$ cat src/rtl/fcx_pkg.sv
package fcx_pkg;

   typedef enum logic {
      SIG_LINE = 1'b0,
      SIG_CHAR = 1'b1
   } sig_mode_e;

   typedef struct packed {
      logic [3:0] release_f;
      logic [3:0] pause_f;
   } thr_reg_t;

endpackage

$ cat src/rtl/fcx_ctrl_reg.sv
module fcx_ctrl_reg #(
   parameter int REG_W = 8
) (
   input  logic             clk,
   input  logic             rst_n,
   input  logic             wr_en,
   input  logic [REG_W-1:0] wr_data,
   input  logic             enh_en,
   input  logic             acc_en,
   output logic [REG_W-1:0] reg_q
);

   logic wr_ok;

   assign wr_ok = wr_en & enh_en & acc_en;

   always_ff @(posedge clk or negedge rst_n) begin
      if (!rst_n) begin
         reg_q <= '0;
      end else if (wr_ok) begin
         reg_q <= wr_data;
      end
   end

endmodule

$ cat src/rtl/fcx_level_cmp.sv
module fcx_level_cmp #(
   parameter int FIELD_W    = 4,
   parameter int STEP_SHIFT = 2,
   parameter int CNT_W      = 7
) (
   input  logic [FIELD_W-1:0] pause_f,
   input  logic [FIELD_W-1:0] release_f,
   input  logic [CNT_W-1:0]   count,
   output logic               at_pause,
   output logic               at_release
);

   logic [CNT_W-1:0] pause_lvl;
   logic [CNT_W-1:0] release_lvl;

   assign pause_lvl   = CNT_W'(pause_f)   << STEP_SHIFT;
   assign release_lvl = CNT_W'(release_f) << STEP_SHIFT;

   assign at_pause   = (count >= pause_lvl);
   assign at_release = (count <= release_lvl);

endmodule

$ cat src/rtl/fcx_hyst_fsm.sv
module fcx_hyst_fsm (
   input  logic clk,
   input  logic rst_n,
   input  logic flow_en,
   input  logic at_pause,
   input  logic at_release,
   output logic halt_q,
   output logic rise_q,
   output logic fall_q
);

   logic halt_nxt;

   always_comb begin
      if (!flow_en) begin
         halt_nxt = 1'b0;
      end else if (at_pause) begin
         halt_nxt = 1'b1;
      end else if (at_release) begin
         halt_nxt = 1'b0;
      end else begin
         halt_nxt = halt_q;
      end
   end

   always_ff @(posedge clk or negedge rst_n) begin
      if (!rst_n) begin
         halt_q <= 1'b0;
         rise_q <= 1'b0;
         fall_q <= 1'b0;
      end else begin
         halt_q <= halt_nxt;
         rise_q <= halt_nxt & ~halt_q;
         fall_q <= ~halt_nxt & halt_q;
      end
   end

endmodule

$ cat src/rtl/fcx_signal_out.sv
module fcx_signal_out #(
   parameter fcx_pkg::sig_mode_e SIG_MODE = fcx_pkg::SIG_LINE
) (
   input  logic halt_q,
   input  logic rise_q,
   input  logic fall_q,
   output logic rts_n,
   output logic xoff_req,
   output logic xon_req
);

   generate
      if (SIG_MODE == fcx_pkg::SIG_LINE) begin : g_line
         assign rts_n    = ~halt_q;
         assign xoff_req = 1'b0;
         assign xon_req  = 1'b0;
         logic unused_edges;
         assign unused_edges = rise_q ^ fall_q;
      end else begin : g_char
         assign rts_n    = 1'b1;
         assign xoff_req = rise_q;
         assign xon_req  = fall_q;
         logic unused_lvl;
         assign unused_lvl = halt_q;
      end
   endgenerate

endmodule

$ cat src/rtl/rx_flow_hyst.sv
module rx_flow_hyst #(
   parameter int                 DEPTH      = 64,
   parameter int                 FIELD_W    = 4,
   parameter int                 STEP_SHIFT = 2,
   parameter int                 CNT_W      = 7,
   parameter fcx_pkg::sig_mode_e SIG_MODE   = fcx_pkg::SIG_LINE
) (
   input  logic                   clk,
   input  logic                   rst_n,
   input  logic                   wr_en,
   input  logic [2*FIELD_W-1:0]   wr_data,
   input  logic                   enh_en,
   input  logic                   acc_en,
   input  logic                   flow_en,
   input  logic [CNT_W-1:0]       rx_count,
   output logic [2*FIELD_W-1:0]   ctrl_q,
   output logic                   halt,
   output logic                   rts_n,
   output logic                   xoff_req,
   output logic                   xon_req
);

   localparam int REG_W   = 2 * FIELD_W;
   localparam int MAX_LVL = ((1 << FIELD_W) - 1) << STEP_SHIFT;

   generate
      if ((1 << CNT_W) <= DEPTH) begin : g_bad_cnt
         $error("CNT_W too narrow for DEPTH");
      end
      if (MAX_LVL > DEPTH) begin : g_bad_lvl
         $error("threshold range exceeds DEPTH");
      end
      if (FIELD_W + STEP_SHIFT > CNT_W) begin : g_bad_fld
         $error("scaled field does not fit in CNT_W");
      end
   endgenerate

   logic at_pause, at_release;
   logic halt_q, rise_q, fall_q;

   fcx_ctrl_reg #(.REG_W(REG_W)) u_reg (
      .clk     (clk),
      .rst_n   (rst_n),
      .wr_en   (wr_en),
      .wr_data (wr_data),
      .enh_en  (enh_en),
      .acc_en  (acc_en),
      .reg_q   (ctrl_q)
   );

   fcx_level_cmp #(
      .FIELD_W    (FIELD_W),
      .STEP_SHIFT (STEP_SHIFT),
      .CNT_W      (CNT_W)
   ) u_cmp (
      .pause_f    (ctrl_q[FIELD_W-1:0]),
      .release_f  (ctrl_q[REG_W-1:FIELD_W]),
      .count      (rx_count),
      .at_pause   (at_pause),
      .at_release (at_release)
   );

   fcx_hyst_fsm u_fsm (
      .clk        (clk),
      .rst_n      (rst_n),
      .flow_en    (flow_en),
      .at_pause   (at_pause),
      .at_release (at_release),
      .halt_q     (halt_q),
      .rise_q     (rise_q),
      .fall_q     (fall_q)
   );

   fcx_signal_out #(.SIG_MODE(SIG_MODE)) u_out (
      .halt_q   (halt_q),
      .rise_q   (rise_q),
      .fall_q   (fall_q),
      .rts_n    (rts_n),
      .xoff_req (xoff_req),
      .xon_req  (xon_req)
   );

   assign halt = halt_q;

endmodule

$ cat config.mk
export PLATFORM = sky130hd
export DESIGN_NAME = rx_flow_hyst
export DESIGN_NICKNAME = d
export VERILOG_FILES = /design/src/rtl/fcx_pkg.sv /design/src/rtl/fcx_ctrl_reg.sv /design/src/rtl/fcx_level_cmp.sv /design/src/rtl/fcx_hyst_fsm.sv /design/src/rtl/fcx_signal_out.sv /design/src/rtl/rx_flow_hyst.sv
export SDC_FILE = /design/constraint.sdc
export NUM_CORES = 1
export LEC_CHECK = 0
export BUFFER_PORTS_ARGS = -buffer_cell sky130_fd_sc_hd__buf_2
export CAP_MARGIN = 20
export CORE_AREA = 5 5 42 44
export CTS_BUF_LIST = sky130_fd_sc_hd__clkbuf_4 sky130_fd_sc_hd__clkbuf_8 sky130_fd_sc_hd__clkbuf_16
export CTS_CLUSTER_DIAMETER = 80
export CTS_CLUSTER_SIZE = 12
export DETAILED_ROUTE_END_ITERATION = 7
export DIE_AREA = 0 0 47 49
export PLACE_DENSITY = 0.77
export SETUP_SLACK_MARGIN = 0.5
export SYNTH_ARGS = -nofsm -noshare
export SYNTH_HDL_FRONTEND = slang
export SYNTH_SLANG_ARGS = --single-unit
$ cat constraint.sdc
create_clock -name clk -period 4 [get_ports clk]
set_clock_uncertainty 0.05 [all_clocks]
set_input_delay 0.8 -clock clk [delete_from_list [all_inputs] [get_ports clk]]
set_output_delay 0.8 -clock clk [all_outputs]
set_load 0.1 [all_outputs]
After elaboration in Yosys (flattened, before gate mapping). Cells that the tools add are included.

Bitwise logic cells: 3. Equality and inequality tests: 1. Mux-type cells: 3. $lt $le $gt $ge: 2.

Operator list (count): $ge A7 B6 Y1 (1); $le A7 B6 Y1 (1); $mux W1 (3); $ne A3 B1 Y1 const B (1); $and A1 B1 Y1 (2); $not A1 Y1 (1).

Flip-flop bits (word level): 9. Logic and storage cells: 11. Output and inout bits: 12. Bits of input ports: 21.

Longest topological paths before layout.
Depth in word-level cells: 4. Mapped depth: 6. Gate-level depth less buffers: 6.

Hierarchy. A second synthesis with hierarchy kept.

Cell total of the unflattened synthesis: 57. Area total of the unflattened synthesis: 653.1 µm².

By module, submodules not included: fcx_ctrl_reg (area an instance 307.8 µm², cells an instance 17, instances 1); fcx_level_cmp (area an instance 210.2 µm², cells an instance 28, instances 1); fcx_hyst_fsm (area an instance 112.6 µm², cells an instance 8, instances 1); fcx_signal_out (area an instance 22.5 µm², cells an instance 4, instances 1).

Least setup slack after synthesis. Ideal clock, no wire load.

Path kind: register to output. Start point: register u_fsm.halt_q. End point: output rts_n. Cell stages (with the launch flop): 2. Slack: 1.568 ns. Path buffers: 0. Arrival: 1.582 ns. Data required time: 3.150 ns. Cell sequence: dfrtp_1 -> inv_1.

Longest elaborated chain between the ends: 1.

RTL lines: start, declared (line fcx_hyst_fsm.sv:7) `output logic halt_q,`; start signal, assigned (line fcx_hyst_fsm.sv:32) `halt_q <= halt_nxt;`; $not A1 Y1; end, declared (line rx_flow_hyst.sv:18) `output logic rts_n,`.

Every way passes these cells.

Worst setup path after layout. Ends and elaborated chain as after synthesis.

==> out/results.md <==
| Item | This run | Unit |
|---|---|---|
| Number of antenna violations at the first check in global routing | 0 | - |
| Total Routed Length | 1.15 | mm |
| YS warnings | 0 | - |
| Tcrit/Tclk final | 0.489 | - |
| Mapped Area | 552 | um^2 |
| I/O pin count | 33 | - |
| Start point of the critical path | u_fsm.halt_q$_DFFE_PN0P_ | - |
| Layout Nets | 114 | - |
| R2R Setup Slk | 2.33 | ns |
| Leakage power summed over all cells | 0.000412 | uW |
| Starting Density | 0.394 | - |
| Worst setup EP type | output port | - |
| Number of buffers added on ports | 30 | - |
| Final weighted congestion in routability-driven placement | 0.719 | - |
| Hold Violations, Final | 0 | - |
| Vias per cell | 4.87 | - |
| Critical Path Source Type | flip-flop | - |
| Ranking of synthesized cells by area | sky130_fd_sc_hd__dfrtp_1 (41%), sky130_fd_sc_hd__ha_1 (18%), sky130_fd_sc_hd__mux2_2 (16%) | - |
| Clk pin slew, worst setup/hold paths | 0.06 | ns |
| Count of state elements after synthesis | 9 | - |
| Post-Place Cells | 96 | - |
| Number of global-route vias before repair | 492 | - |
| Largest fanout of any net on the critical path | 3 | - |
| Critical path required time | 3.15 | ns |
| Clock latency reported for the late side of the worst-skew pair | 0.25 | ns |
| WP data arrival | 1.10 | ns |
| Clock Tree Buf Depth | 2 | - |
| Cell Pwr Density | 573 | nW/um^2 |
| Total via count in the routed design | 487 | - |
| X dimension of the die | 47 | um |
| Post-CTS setup buffers | 0 | - |
| Starting DRT DRC Count | 0 | - |
| Part of the total power dissipated in sequential elements | 0.282 | - |
| WL per Instance | 11.5 | um |
| Origin of the critical flop-to-flop path | u_reg.reg_q[7]$_DFFE_PN0P_ | - |
| Maximum number of pins on one net before global-route repair | 10 | - |
| Clock root buffer master | sky130_fd_sc_hd__clkbuf_4 | - |
| Area grow syn2layout | 34.2 | % |
| CTS sink count | 9 | - |
| Outcome | completed | - |
| Commonest cells post-synth | sky130_fd_sc_hd__dfrtp_1 (9), sky130_fd_sc_hd__inv_1 (9), sky130_fd_sc_hd__ha_1 (8), sky130_fd_sc_hd__mux2_2 (8) | - |
| Level count of the clock H-tree | 1 | - |
| Share of final-layout standard cells stronger than drive strength 1 | 0.500 | - |
| Number of enable-type register cells in the synthesized netlist | 0 | - |
| Count of unique library cells instantiated by Yosys | 17 | - |
| Switching fraction of total power | 0.524 | - |
| Global-route wire length before repair | 2.00 | mm |
| Peak supply drop | 0.291 | mV |
| Filler instances | 145 | - |
| TritonCTS clock tree | yes | - |
| Worst setup slack after placement | 1.83 | ns |
| Core area | 1400 | um^2 |
| Synthesized netlist cell count | 51 | - |
| Die area | 2300 | um^2 |
| Total design power | 424 | uW |
| Seq/Total Area, Yosys | 0.408 | - |
| Setup repair after global routing missed its margin | no | - |
| Sum of negative setup slack | 0 | ns |
| Setup slack after layout | 2.05 | ns |
| Post-cts repair resize count | 0 | - |
| Largest area contributor in the netlist | sky130_fd_sc_hd__dfrtp_1 | - |
| Detailed-routing iteration count for the pre-antenna-repair pass | 1 | - |
| Antenna cells | 0 | - |
| Synth async-reset ratio | 1.00 | - |
| Clock period minus final worst setup slack | 1.95 | ns |
| Total internal power | 202 | uW |
| Maximum Capacitance Violations | 0 | - |
| Standard-cell rows | 14 | - |
| Logic gate share of total power | 0.542 | - |
| Synth Flop Type | sky130_fd_sc_hd__dfrtp_1 | - |
| Final max-slew violation count | 0 | - |
| Global-route congestion overflow total | 0 | - |
| Number of remaining DRC errors | 0 | - |
| Setup Viol. Count Final | 0 | - |
| Class of the tightest hold or removal check | primary input to async pin | - |
| Sw power | 222 | uW |
| Highest attainable clock frequency | 512 | MHz |
| Antenna violation net count after detailed routing | 0 | - |
| Mean Syn Cell Area | 10.8 | um^2 |
| Clk network pwr share | 0.177 | - |
| Non-Filler Instances | 100 | - |
| Global router's overall resource usage | 0.114 | - |
| Worst setup path category | flip-flop to output port | - |
| DP HPWL | 1.05 | mm |
| Floorplan die height | 49 | um |
| Capturing instance or port of the critical path | rts_n | - |
| Endpoint of the most critical register-to-register path | u_fsm.halt_q$_DFFE_PN0P_ | - |
| Number of buffers created by CTS | 3 | - |
| Worst Reg2Reg Path Length in Cells | 6 | - |
| Top-area cell type share of the netlist area | 0.408 | - |
| Hold-fix buffers, CTS | 0 | - |
-- final cells by class --
cell class	instances	area [um^2]	share of cell area
clock buffer	4	30.0	0.0405
inverter	9	33.8	0.0456
sequential	9	225	0.304
multi-input combinational	32	282	0.380
tap	16	20.0	0.0270
timing repair buffer	30	150	0.203
-- logic make-up (layout without fill, tap and decap cells) --
kind of cell               Yosys count  after routing  synth area share
buffers and inverters               11             43            0.0884
DFF                                  9              9             0.408
adders and majority gates            8              8             0.181
muxes                                8              8             0.163
AOI/OAI and AO/OA                    7              7            0.0839
and+or+nand+nor                      7              7            0.0681
other                                1              2           0.00680
-- cell usage in the layout, fill, tap and decap left out --
cell type                    n
sky130_fd_sc_hd__buf_2      30
sky130_fd_sc_hd__inv_1       9
sky130_fd_sc_hd__dfrtp_1     9
sky130_fd_sc_hd__mux2_2      8
sky130_fd_sc_hd__ha_1        8
sky130_fd_sc_hd__clkbuf_4    4
sky130_fd_sc_hd__nand3_1     2
sky130_fd_sc_hd__a21oi_1     2
sky130_fd_sc_hd__nand2_1     2
sky130_fd_sc_hd__conb_1      2
sky130_fd_sc_hd__o22ai_1     1
sky130_fd_sc_hd__nand2b_1    1
sky130_fd_sc_hd__or4_1       1
sky130_fd_sc_hd__o311ai_1    1
sky130_fd_sc_hd__o21ai_0     1
sky130_fd_sc_hd__nor4_1      1
sky130_fd_sc_hd__a2111oi_0   1
sky130_fd_sc_hd__a21boi_1    1
-- worst min-delay path by stage --
stage / startpoint / to / slack [ns]
finish: rst_n / u_reg.reg_q[4]$_DFFE_PN0P_ / 0.34
global route: rst_n / u_reg.reg_q[3]$_DFFE_PN0P_ / 0.34
CTS: rst_n / u_reg.reg_q[3]$_DFFE_PN0P_ / 0.34
detailed placement: u_reg.reg_q[1]$_DFFE_PN0P_ / u_reg.reg_q[1]$_DFFE_PN0P_ / 0.47
global placement: u_reg.reg_q[2]$_DFFE_PN0P_ / u_reg.reg_q[2]$_DFFE_PN0P_ / 0.46
floorplan: rst_n / u_fsm.halt_q$_DFFE_PN0P_ / 0.45
-- state kept, by name, indices dropped and copies added (netlist names) --
name          count
u_reg.reg_q       8
u_fsm.halt_q      1
-- critical path, stage by stage, from the launching register on --
cell                      delay [ns]
sky130_fd_sc_hd__dfrtp_1        0.39
sky130_fd_sc_hd__inv_1          0.05
sky130_fd_sc_hd__buf_2          0.41
-- routing by layer --
layer / share of wire / wire [um] / vias up / global-route usage
li1: - / - / 241 / -
met5: 0 / 0 / - / 0
met3: 0.11 / 121 / 0 / 0.0406
met2: 0.48 / 555 / 21 / 0.167
met1: 0.41 / 475 / 225 / 0.152
met4: 0 / 0 / 0 / 0.0415
-- stage by stage --
step           area [um^2]   util  hold slack (ns)
2_1_floorplan          556      -            0.454
3_3_place_gp           711  0.507            0.461
3_5_place_dp           711  0.507            0.474
4_1_cts                741  0.529            0.337
5_1_grt                741  0.529            0.338
6_report               741  0.529            0.337
-- power by group through the flow --
stage,clock network [uW],logic [uW],registers [uW]
floorplan,0,67.0,243
global placement,0,228,121
detailed placement,0,232,122
CTS,77.0,232,120
global route,83.6,244,122
finish,74.9,230,120
(Power assumes the default switching activity.)
